### src/rtl/uart_regfront_pkg.sv
package uart_regfront_pkg;
  localparam int ADDR_W = 6;
  localparam int DATA_W = 32;
  localparam int BYTE_W = 8;

  typedef enum logic [ADDR_W-1:0] {
    OFS_LINE  = 6'h00,
    OFS_CTRL  = 6'h04,
    OFS_QCFG  = 6'h08,
    OFS_LSIG  = 6'h0C,
    OFS_XSTAT = 6'h10,
    OFS_FAULT = 6'h14,
    OFS_QLVL  = 6'h18,
    OFS_LSTAT = 6'h1C,
    OFS_TXD   = 6'h20,
    OFS_RXD   = 6'h24,
    OFS_DIV   = 6'h28
  } ofs_e;

  // control bit positions (software-visible)
  localparam int CTRL_LOOP  = 5;
  localparam int CTRL_RXLVL = 8;
  localparam int CTRL_TXLVL = 9;
endpackage

### src/rtl/uart_rf_store.sv
module uart_rf_store
  import uart_regfront_pkg::*;
#(
  parameter int DW = DATA_W
) (
  input  logic          clk,
  input  logic          rst_n,
  input  logic          we_line,
  input  logic          we_ctrl,
  input  logic          we_qcfg,
  input  logic          we_lsig,
  input  logic          we_div,
  input  logic [DW-1:0] wdata,
  output logic [DW-1:0] line_q,
  output logic [DW-1:0] ctrl_q,
  output logic [DW-1:0] qcfg_q,
  output logic [1:0]    lsig_q,
  output logic [DW-1:0] div_q
);
  localparam logic [DW-1:0] QCFG_KEEP = ~DW'(32'h0000_000E);

  logic [DW-1:0] line_d, ctrl_d, qcfg_d, div_d;
  logic [1:0]    lsig_d;

  always_comb begin
    line_d = we_line ? wdata : line_q;
    ctrl_d = we_ctrl ? wdata : ctrl_q;
    qcfg_d = we_qcfg ? (wdata & QCFG_KEEP) : qcfg_q;
    lsig_d = we_lsig ? {wdata[4], wdata[0]} : lsig_q;
    div_d  = we_div  ? wdata : div_q;
  end

  always_ff @(posedge clk or negedge rst_n) begin
    if (!rst_n) begin
      line_q <= '0;
      ctrl_q <= '0;
      qcfg_q <= '0;
      lsig_q <= '0;
      div_q  <= '0;
    end else begin
      line_q <= line_d;
      ctrl_q <= ctrl_d;
      qcfg_q <= qcfg_d;
      lsig_q <= lsig_d;
      div_q  <= div_d;
    end
  end
endmodule

### src/rtl/uart_rf_rxhold.sv
module uart_rf_rxhold
  import uart_regfront_pkg::*;
#(
  parameter int BW = BYTE_W
) (
  input  logic          clk,
  input  logic          rst_n,
  input  logic          strm_valid,
  input  logic [BW-1:0] strm_byte,
  input  logic          lb_load,
  input  logic [BW-1:0] lb_byte,
  input  logic          take,
  output logic          held_q,
  output logic [BW-1:0] byte_q,
  output logic          arrive
);
  logic          strm_acc;
  logic          held_d;
  logic [BW-1:0] byte_d;

  assign strm_acc = strm_valid & ~held_q;
  assign arrive   = strm_acc | lb_load;

  always_comb begin
    held_d = held_q;
    byte_d = byte_q;
    if (strm_acc) begin
      byte_d = strm_byte;
      held_d = 1'b1;
    end else if (lb_load) begin
      byte_d = lb_byte;
      held_d = 1'b1;
    end else if (take) begin
      held_d = 1'b0;
    end
  end

  always_ff @(posedge clk or negedge rst_n) begin
    if (!rst_n) begin
      held_q <= 1'b0;
      byte_q <= '0;
    end else begin
      held_q <= held_d;
      byte_q <= byte_d;
    end
  end
endmodule

### src/rtl/uart_rf_irq.sv
module uart_rf_irq (
  input  logic clk,
  input  logic rst_n,
  input  logic rx_lvl_mode,
  input  logic tx_lvl_mode,
  input  logic ctrl_wr,
  input  logic ctrl_wr_rxlvl,
  input  logic ctrl_wr_txlvl,
  input  logic rx_arrive,
  input  logic rx_take,
  input  logic tx_wr,
  output logic rx_pulse_q,
  output logic rx_level_q,
  output logic tx_pulse_q,
  output logic tx_level_q
);
  logic rx_pulse_d, rx_level_d, tx_pulse_d, tx_level_d;

  always_comb begin
    rx_pulse_d = rx_arrive & ~rx_lvl_mode;
    tx_pulse_d = tx_wr & ~tx_lvl_mode;

    rx_level_d = rx_level_q;
    if (ctrl_wr && !ctrl_wr_rxlvl)       rx_level_d = 1'b0;
    else if (rx_arrive && rx_lvl_mode)   rx_level_d = 1'b1;
    else if (rx_take && rx_lvl_mode)     rx_level_d = 1'b0;

    tx_level_d = tx_level_q;
    if (ctrl_wr)                         tx_level_d = ctrl_wr_txlvl;
    else if (tx_wr && tx_lvl_mode)       tx_level_d = 1'b1;
  end

  always_ff @(posedge clk or negedge rst_n) begin
    if (!rst_n) begin
      rx_pulse_q <= 1'b0;
      rx_level_q <= 1'b0;
      tx_pulse_q <= 1'b0;
      tx_level_q <= 1'b0;
    end else begin
      rx_pulse_q <= rx_pulse_d;
      rx_level_q <= rx_level_d;
      tx_pulse_q <= tx_pulse_d;
      tx_level_q <= tx_level_d;
    end
  end
endmodule

### src/rtl/uart_regfront.sv
module uart_regfront
  import uart_regfront_pkg::*;
(
  input  logic              clk,
  input  logic              rst_n,
  input  logic              bus_sel,
  input  logic              bus_wr,
  input  logic [ADDR_W-1:0] bus_addr,
  input  logic [DATA_W-1:0] bus_wdata,
  output logic [DATA_W-1:0] bus_rdata,
  output logic [BYTE_W-1:0] tx_data,
  output logic              tx_valid,
  input  logic [BYTE_W-1:0] rx_data,
  input  logic              rx_valid,
  output logic              rx_ready,
  output logic              tx_irq_pulse,
  output logic              tx_irq_level,
  output logic              rx_irq_pulse,
  output logic              rx_irq_level
);
  localparam logic [DATA_W-1:0] XSTAT_FIXED = DATA_W'(6);
  localparam logic [DATA_W-1:0] QCFG_RDMASK = ~DATA_W'(8);

  logic wr_hit, rd_hit;
  logic we_line, we_ctrl, we_qcfg, we_lsig, we_div, we_txd;
  logic loop_en, lb_load, out_send, rx_take, rx_arrive, held;
  logic [DATA_W-1:0] line_q, ctrl_q, qcfg_q, div_q;
  logic [1:0]        lsig_q;
  logic [BYTE_W-1:0] held_byte;
  logic [DATA_W-1:0] rdata_d, rdata_q;
  logic              txv_d, txv_q;
  logic [BYTE_W-1:0] txd_d, txd_q;

  assign wr_hit  = bus_sel & bus_wr;
  assign rd_hit  = bus_sel & ~bus_wr;
  assign we_line = wr_hit && (bus_addr == OFS_LINE);
  assign we_ctrl = wr_hit && (bus_addr == OFS_CTRL);
  assign we_qcfg = wr_hit && (bus_addr == OFS_QCFG);
  assign we_lsig = wr_hit && (bus_addr == OFS_LSIG);
  assign we_div  = wr_hit && (bus_addr == OFS_DIV);
  assign we_txd  = wr_hit && (bus_addr == OFS_TXD);
  assign rx_take = rd_hit && (bus_addr == OFS_RXD);

  assign loop_en  = ctrl_q[CTRL_LOOP];
  assign lb_load  = we_txd & loop_en;
  assign out_send = we_txd & ~loop_en;

  uart_rf_store #(.DW(DATA_W)) u_store (
    .clk(clk), .rst_n(rst_n),
    .we_line(we_line), .we_ctrl(we_ctrl), .we_qcfg(we_qcfg),
    .we_lsig(we_lsig), .we_div(we_div), .wdata(bus_wdata),
    .line_q(line_q), .ctrl_q(ctrl_q), .qcfg_q(qcfg_q),
    .lsig_q(lsig_q), .div_q(div_q)
  );

  uart_rf_rxhold #(.BW(BYTE_W)) u_rxhold (
    .clk(clk), .rst_n(rst_n),
    .strm_valid(rx_valid), .strm_byte(rx_data),
    .lb_load(lb_load), .lb_byte(bus_wdata[BYTE_W-1:0]),
    .take(rx_take), .held_q(held), .byte_q(held_byte),
    .arrive(rx_arrive)
  );

  uart_rf_irq u_irq (
    .clk(clk), .rst_n(rst_n),
    .rx_lvl_mode(ctrl_q[CTRL_RXLVL]), .tx_lvl_mode(ctrl_q[CTRL_TXLVL]),
    .ctrl_wr(we_ctrl),
    .ctrl_wr_rxlvl(bus_wdata[CTRL_RXLVL]), .ctrl_wr_txlvl(bus_wdata[CTRL_TXLVL]),
    .rx_arrive(rx_arrive), .rx_take(rx_take), .tx_wr(we_txd),
    .rx_pulse_q(rx_irq_pulse), .rx_level_q(rx_irq_level),
    .tx_pulse_q(tx_irq_pulse), .tx_level_q(tx_irq_level)
  );

  // read multiplexer, captured only on a read request
  always_comb begin
    rdata_d = rdata_q;
    if (rd_hit) begin
      unique case (bus_addr)
        OFS_LINE:  rdata_d = line_q;
        OFS_CTRL:  rdata_d = ctrl_q;
        OFS_QCFG:  rdata_d = qcfg_q & QCFG_RDMASK;
        OFS_LSIG:  rdata_d = DATA_W'({lsig_q[1], 3'b000, lsig_q[0]});
        OFS_XSTAT: rdata_d = XSTAT_FIXED | DATA_W'(held);
        OFS_QLVL:  rdata_d = DATA_W'(held);
        OFS_RXD:   rdata_d = DATA_W'(held_byte);
        OFS_DIV:   rdata_d = div_q;
        default:   rdata_d = '0;
      endcase
    end
  end

  always_comb begin
    txv_d = out_send;
    txd_d = out_send ? bus_wdata[BYTE_W-1:0] : txd_q;
  end

  always_ff @(posedge clk or negedge rst_n) begin
    if (!rst_n) begin
      rdata_q <= '0;
      txv_q   <= 1'b0;
      txd_q   <= '0;
    end else begin
      rdata_q <= rdata_d;
      txv_q   <= txv_d;
      txd_q   <= txd_d;
    end
  end

  assign bus_rdata = rdata_q;
  assign tx_valid  = txv_q;
  assign tx_data   = txd_q;
  assign rx_ready  = ~held;
endmodule

### config.mk
export PLATFORM = sky130hd
export DESIGN_NAME = uart_regfront
export DESIGN_NICKNAME = d
export VERILOG_FILES = /design/src/rtl/uart_regfront_pkg.sv /design/src/rtl/uart_rf_store.sv /design/src/rtl/uart_rf_rxhold.sv /design/src/rtl/uart_rf_irq.sv /design/src/rtl/uart_regfront.sv
export SDC_FILE = /design/constraint.sdc
export NUM_CORES = 1
export LEC_CHECK = 0
export ABC_AREA = 1
export BUFFER_PORTS_ARGS = -buffer_cell sky130_fd_sc_hd__buf_2
export CAP_MARGIN = 20
export CORE_AREA = 2 2 138 240
export CTS_CLUSTER_DIAMETER = 60
export DETAILED_ROUTE_END_ITERATION = 10
export DIE_AREA = 0 0 140 242
export PLACE_DENSITY_LB_ADDON = 0.2
export REMOVE_ABC_BUFFERS = 1
export SYNTH_ARGS = -nofsm -noshare
export SYNTH_HDL_FRONTEND = slang
export SYNTH_SLANG_ARGS = --single-unit
### constraint.sdc
create_clock -name clk -period 1.15 [get_ports clk]
set_input_delay 0.0575 -clock clk [delete_from_list [all_inputs] [get_ports clk]]
set_output_delay 0.0575 -clock clk [all_outputs]
set_load 0.01 [all_outputs]
### Yosys cells after proc, flatten, opt, wreduce, memory -nomap -nowiden

Cells that the tools add are included.
Widths: inputs -> output; s select.

* equal/unequal tests: 8
* multiplexer cells: 11
* bitwise logic cells: 13
* reduce and logical (&&, ||, !) cells: 17

Operators with widths (number)
* $pmux 32 s8: 1
* $eq 6x6->1 const B: 3
* $mux 8: 2
* $eq 6x4->1 const B: 2
* $eq 6x5->1 const B: 2
* $logic_and 1x1->1: 11
* $mux 1: 8
* $and 1x1->1: 7
* $eq 6x3->1 const B: 1
* $logic_not 6->1: 1
* $reduce_bool 3->1: 2
* $not 1->1: 5
* $reduce_bool 2->1: 2
* $logic_not 1->1: 1
* $or 1x1->1: 1

* bits in registers: 181
* input port bits: 51
* logic and storage cells: 63

### Longest topological paths before layout

* depth in word-level cells: 7
* depth in mapped cells: 10

### Cells and area by module

From an unflattened synthesis, not the netlist that was laid out.

* cell total of the unflattened synthesis: 1062
* area, all modules: 8276.7 µm²

By module, submodules not included
* uart_rf_store: instances 1, cells an instance 544, area each 4828.4 µm²
* uart_regfront: instances 1, cells an instance 430, area each 2806.4 µm²
* uart_rf_rxhold: instances 1, cells an instance 70, area each 483.0 µm²
* uart_rf_irq: instances 1, cells an instance 18, area each 158.9 µm²

### Least setup slack after synthesis

No wires, ideal clock.

* kind: reg2reg
* from: reg u_rxhold.held_q
* to: reg u_rxhold.byte_q[0]
* data arrival time: 1.113 ns
* data required time: 1.027 ns
* path slack: -0.087 ns
* stages on the path, launching flop included: 6
* clock period less this slack: 1.237 ns
* cell sequence: dfrtp_1 inv_1 nand2_1 clkbuf_1 o21ai_0 o21ai_2

* longest elaborated chain between the ends: 3
* elaborated cells on any way between the ends: 4
* classes of those cells: 1 x mux; 2 x bitwise; 1 x reduce/logical

Ends and longest elaborated chain
* from (decl): RTL line uart_rf_rxhold.sv:13 `output logic held_q,`
* from (signal assigned): RTL line uart_rf_rxhold.sv:43 `held_q <= held_d;`
* $not 1->1 (*)
* named net rx_ready: RTL line uart_regfront.sv:15 `output logic rx_ready,`
* $and 1x1->1 (*): RTL line uart_rf_rxhold.sv:21 `assign strm_acc = strm_valid & ~held_q;`
* $mux 8 / $reduce_bool 2->1 (equally long branches)
* to (signal assigned): RTL line uart_rf_rxhold.sv:44 `byte_q <= byte_d;`
* to (decl): RTL line uart_rf_rxhold.sv:14 `output logic [BW-1:0] byte_q,`

The timed path passes the listed nets; every way through them passes the cells marked *.
A chain may end at the register's enable or synchronous reset.

### Worst setup path in the final report

* from: reg u_rxhold.held_q
* to: out rx_ready

* longest elaborated chain between the ends: 1

Ends and longest elaborated chain
* $not 1->1: RTL line uart_regfront.sv:112 `assign rx_ready = ~held;`
* to (decl): RTL line uart_regfront.sv:15

Every way passes these cells.

==> flow_summary.json <==
{
  "initial_core_util": 0.245,
  "synth-main-ff-cell": "dfrtp_1",
  "cts_tree": "done",
  "routabilityCongestion": 0.737,
  "cp_common_cell": "buf_6",
  "insertion_delay_ns": 0.44,
  "crit_slowest_cell": "dfrtp_1",
  "yosysSeqAreaShare": 0.576,
  "n_antenna_cell": 0,
  "die_area_mm2": 0.0339,
  "finalCritPeriodShare": 0.985,
  "period_needed_ns": 1.13,
  "seq_area_mm2": 0.00453,
  "synth_cells": 913,
  "fillers": 3351,
  "cts_root_buf": "clkbuf_16",
  "hp-class": "primary input to flip-flop",
  "holdPathStages": 3,
  "synth_edf_count": 0,
  "htree_levels": 4,
  "fin_nets": 1141,
  "dp_slack_ns": -0.276,
  "netlist_area_mm2": 0.00786,
  "drive_gt1_frac": 0.215,
  "viasPerCell": 4.36,
  "grt_usage": 0.149,
  "post-route-drc-count": 3,
  "num_rows": 87,
  "worstPathCellList": "inv_2 > buf_6 > buf_6",
  "fp.dieW_um": 140,
  "worst_slew_pin_slew_ns": 0.360,
  "violations": "DRC",
  "grt_pass1_wl_um": 38400,
  "wl_per_cell_um": 15.8,
  "end_kind": "output port",
  "ys_async_sr_fraction": 1.00,
  "numCtsBuffers": 17,
  "vias": 6560,
  "worstPathArrival_ns": 1.08,
  "finalWirelength_um": 23800,
  "cp_max_fo": 3,
  "rsz0062_at_grt": "yes",
  "cts.sinks": 181,
  "whs_ns": 0.0178,
  "slew-limit-headroom": 0.758,
  "fin_skew_ns": 0.00650,
  "grt_max_degree": 37,
  "port_buffers": 96,
  "postCtsSetupBuffers": 0,
  "grt-ovfl-total": 0,
  "ys_ff_latch": 181,
  "worstPathRequired_ns": 1.09,
  "area_growth_pct": 34.1,
  "max-cap-violations": 0,
  "setup_slack_ns": 0.0172,
  "grt_pass1_vias": 6767,
  "antenna_found_initial": 0,
  "crit_type": "flip-flop to output port",
  "slowest_delay_ns": 0.37,
  "clk_path_buf_depth": 2,
  "io_pins": 97,
  "ys.warnings.count": 0,
  "fmaxAchievable_ghz": 0.883,
  "synth.distinct_cells": 27,
  "ir_worst_vdd_mv": 0.956,
  "powerDensity_mw_per_mm2": 1460,
  "cp-start-kind": "flip-flop",
  "status": "complete, but fails checks",
  "finalHoldViolCount": 0,
  "fin_total_pwr_w": 0.0154,
  "synth.avg_cell_area_um2": 8.61,
  "setup_viol": 0,
  "coreArea_mm2": 0.0321,
  "p_leak_nw": 5.29,
  "finalMaxSlewViolations": 0,
  "drtIter0Drc": 388,
  "multi_input_area_mm2": 0.00286,
  "first_pass_iters": 9,
  "antenna_left": 0,
  "dp_hpwl_um": 16700,
  "r2r_cells": 7,
  "path_clk_slew_ns": 0.07,
  "dieHeight_um": 242
}
## critical path: cells and delay by family (launching register included)
kind | cells | cell delay (ns)
buffers and inverters | 3 | 0.26
flip-flops | 1 | 0.37
## placed cells by master, fill, tap and decap left out
cell type / count
clkbuf_8: 3
buf_4: 43
o21ai_1: 67
buf_6: 4
dlygate4sd3_1: 40
clkinv_4: 3
nor4_1: 1
o21ai_0: 71
nor2_2: 1
nand2_4: 1
nand2_1: 347
nor2_4: 8
nor2_1: 22
o21a_1: 8
inv_4: 1
inv_2: 7
nor3_1: 3
clkinvlp_4: 1
bufinv_16: 5
inv_1: 47
nand2_2: 8
a21oi_1: 3
nand3_1: 42
nor2_8: 1
clkbuf_16: 17
nand3_2: 1
dfrtp_1: 181
o211ai_1: 4
a21oi_2: 1
buf_12: 27
o21ai_2: 6
clkinv_2: 4
or2_2: 1
nand4_1: 30
buf_2: 94
## power by group
group	total (W)	leakage (nW)	internal, W	switching (W)
logic	0.00160	2.51	0.000718	0.000884
registers	0.00726	2.45	0.00694	0.000318
clock network	0.00653	0.323	0.00396	0.00257
## stage by stage
stage	util	setup TNS, ns	instances	area [um^2]
6_report	0.328	0	1503	10500
5_1_grt	0.328	-0.0795	1503	10500
4_1_cts	0.328	-0.0433	1503	10500
3_5_place_dp	0.295	-10.58	1431	9460
3_3_place_gp	0.295	-9.14	1431	9460
2_1_floorplan	-	-152.03	862	7560
## layer usage
layer	global-route usage	share of wire	up-vias
met4	0.0493	0.020	0
met2	0.267	0.53	115
met1	0.176	0.42	3106
li1	-	-	3308
met3	0.0306	0.027	31
met5	0	0	-
## flip-flops by register name, summed over array words and instances, names as in the netlist
register and flops:
u_store.line_q 32, u_store.lsig_q 2, u_irq.rx_pulse_q 1, u_store.ctrl_q 32, u_irq.tx_pulse_q 1, u_rxhold.byte_q 8
bus_rdata 32, u_irq.tx_level_q 1, u_irq.rx_level_q 1, u_store.div_q 32, tx_valid 1, u_store.qcfg_q 29
tx_data 8, u_rxhold.held_q 1
## layout make-up
| type | count | share of cell area |
|---|---|---|
| clock buffers | 19 | 0.0430 |
| clock inverters | 13 | 0.0193 |
| inverters | 55 | 0.0198 |
| multi-input cells | 626 | 0.271 |
| flip-flops and latches | 181 | 0.430 |
| well taps | 400 | 0.0475 |
| repair buffers | 209 | 0.170 |
## synth_stat cells (4+ instances only)
master | number | area (um^2)
a21oi_1 | 4 | 20.0
buf_2 | 21 | 105
buf_6 | 10 | 113
clkbuf_1 | 17 | 63.8
dfrtp_1 | 181 | 4530
inv_1 | 48 | 180
inv_2 | 7 | 26.3
nand2_1 | 349 | 1310
nand2_2 | 6 | 37.5
nand3_1 | 42 | 210
nand4_1 | 30 | 188
nor2_1 | 23 | 86.3
nor2_2 | 4 | 25.0
nor2_4 | 4 | 45.0
o211ai_1 | 4 | 30.0
o21a_1 | 8 | 60.1
o21ai_0 | 77 | 385
o21ai_1 | 61 | 305
o21ai_2 | 6 | 52.6
## cells by family (layout without fill, tap and decap cells)
family	Yosys count	in the layout	share of synthesized area
AND/OR/NAND/NOR	466	466	0.251
flip-flops	181	181	0.576
AO/OA/AOI/OAI	160	160	0.109
buffers and inverters	106	296	0.0645
## final timing paths
| check | from | end | slack (ns) |
|---|---|---|---|
| max reg2reg | u_rxhold.held_q | bus_rdata[0] | 0.06 |
| min in group asynchronous | rst_n | u_irq.tx_pulse_q | 0.09 |
| min reg2reg | bus_rdata[27] | bus_rdata[27] | 0.48 |
| max | u_rxhold.held_q | rx_ready | 0.02 |
| min | bus_wdata[4] | u_store.lsig_q[1] | 0.02 |
| max in group asynchronous | rst_n | u_store.div_q[19] | 0.53 |
## timing repair
action	in CTS	in global routing
setup endpoints to repair	9	12
pin swaps	0	1
hold buffers	40	0
hold endpoints to repair	307	0
resized for setup	7	7
(Power assumes the default switching activity.)
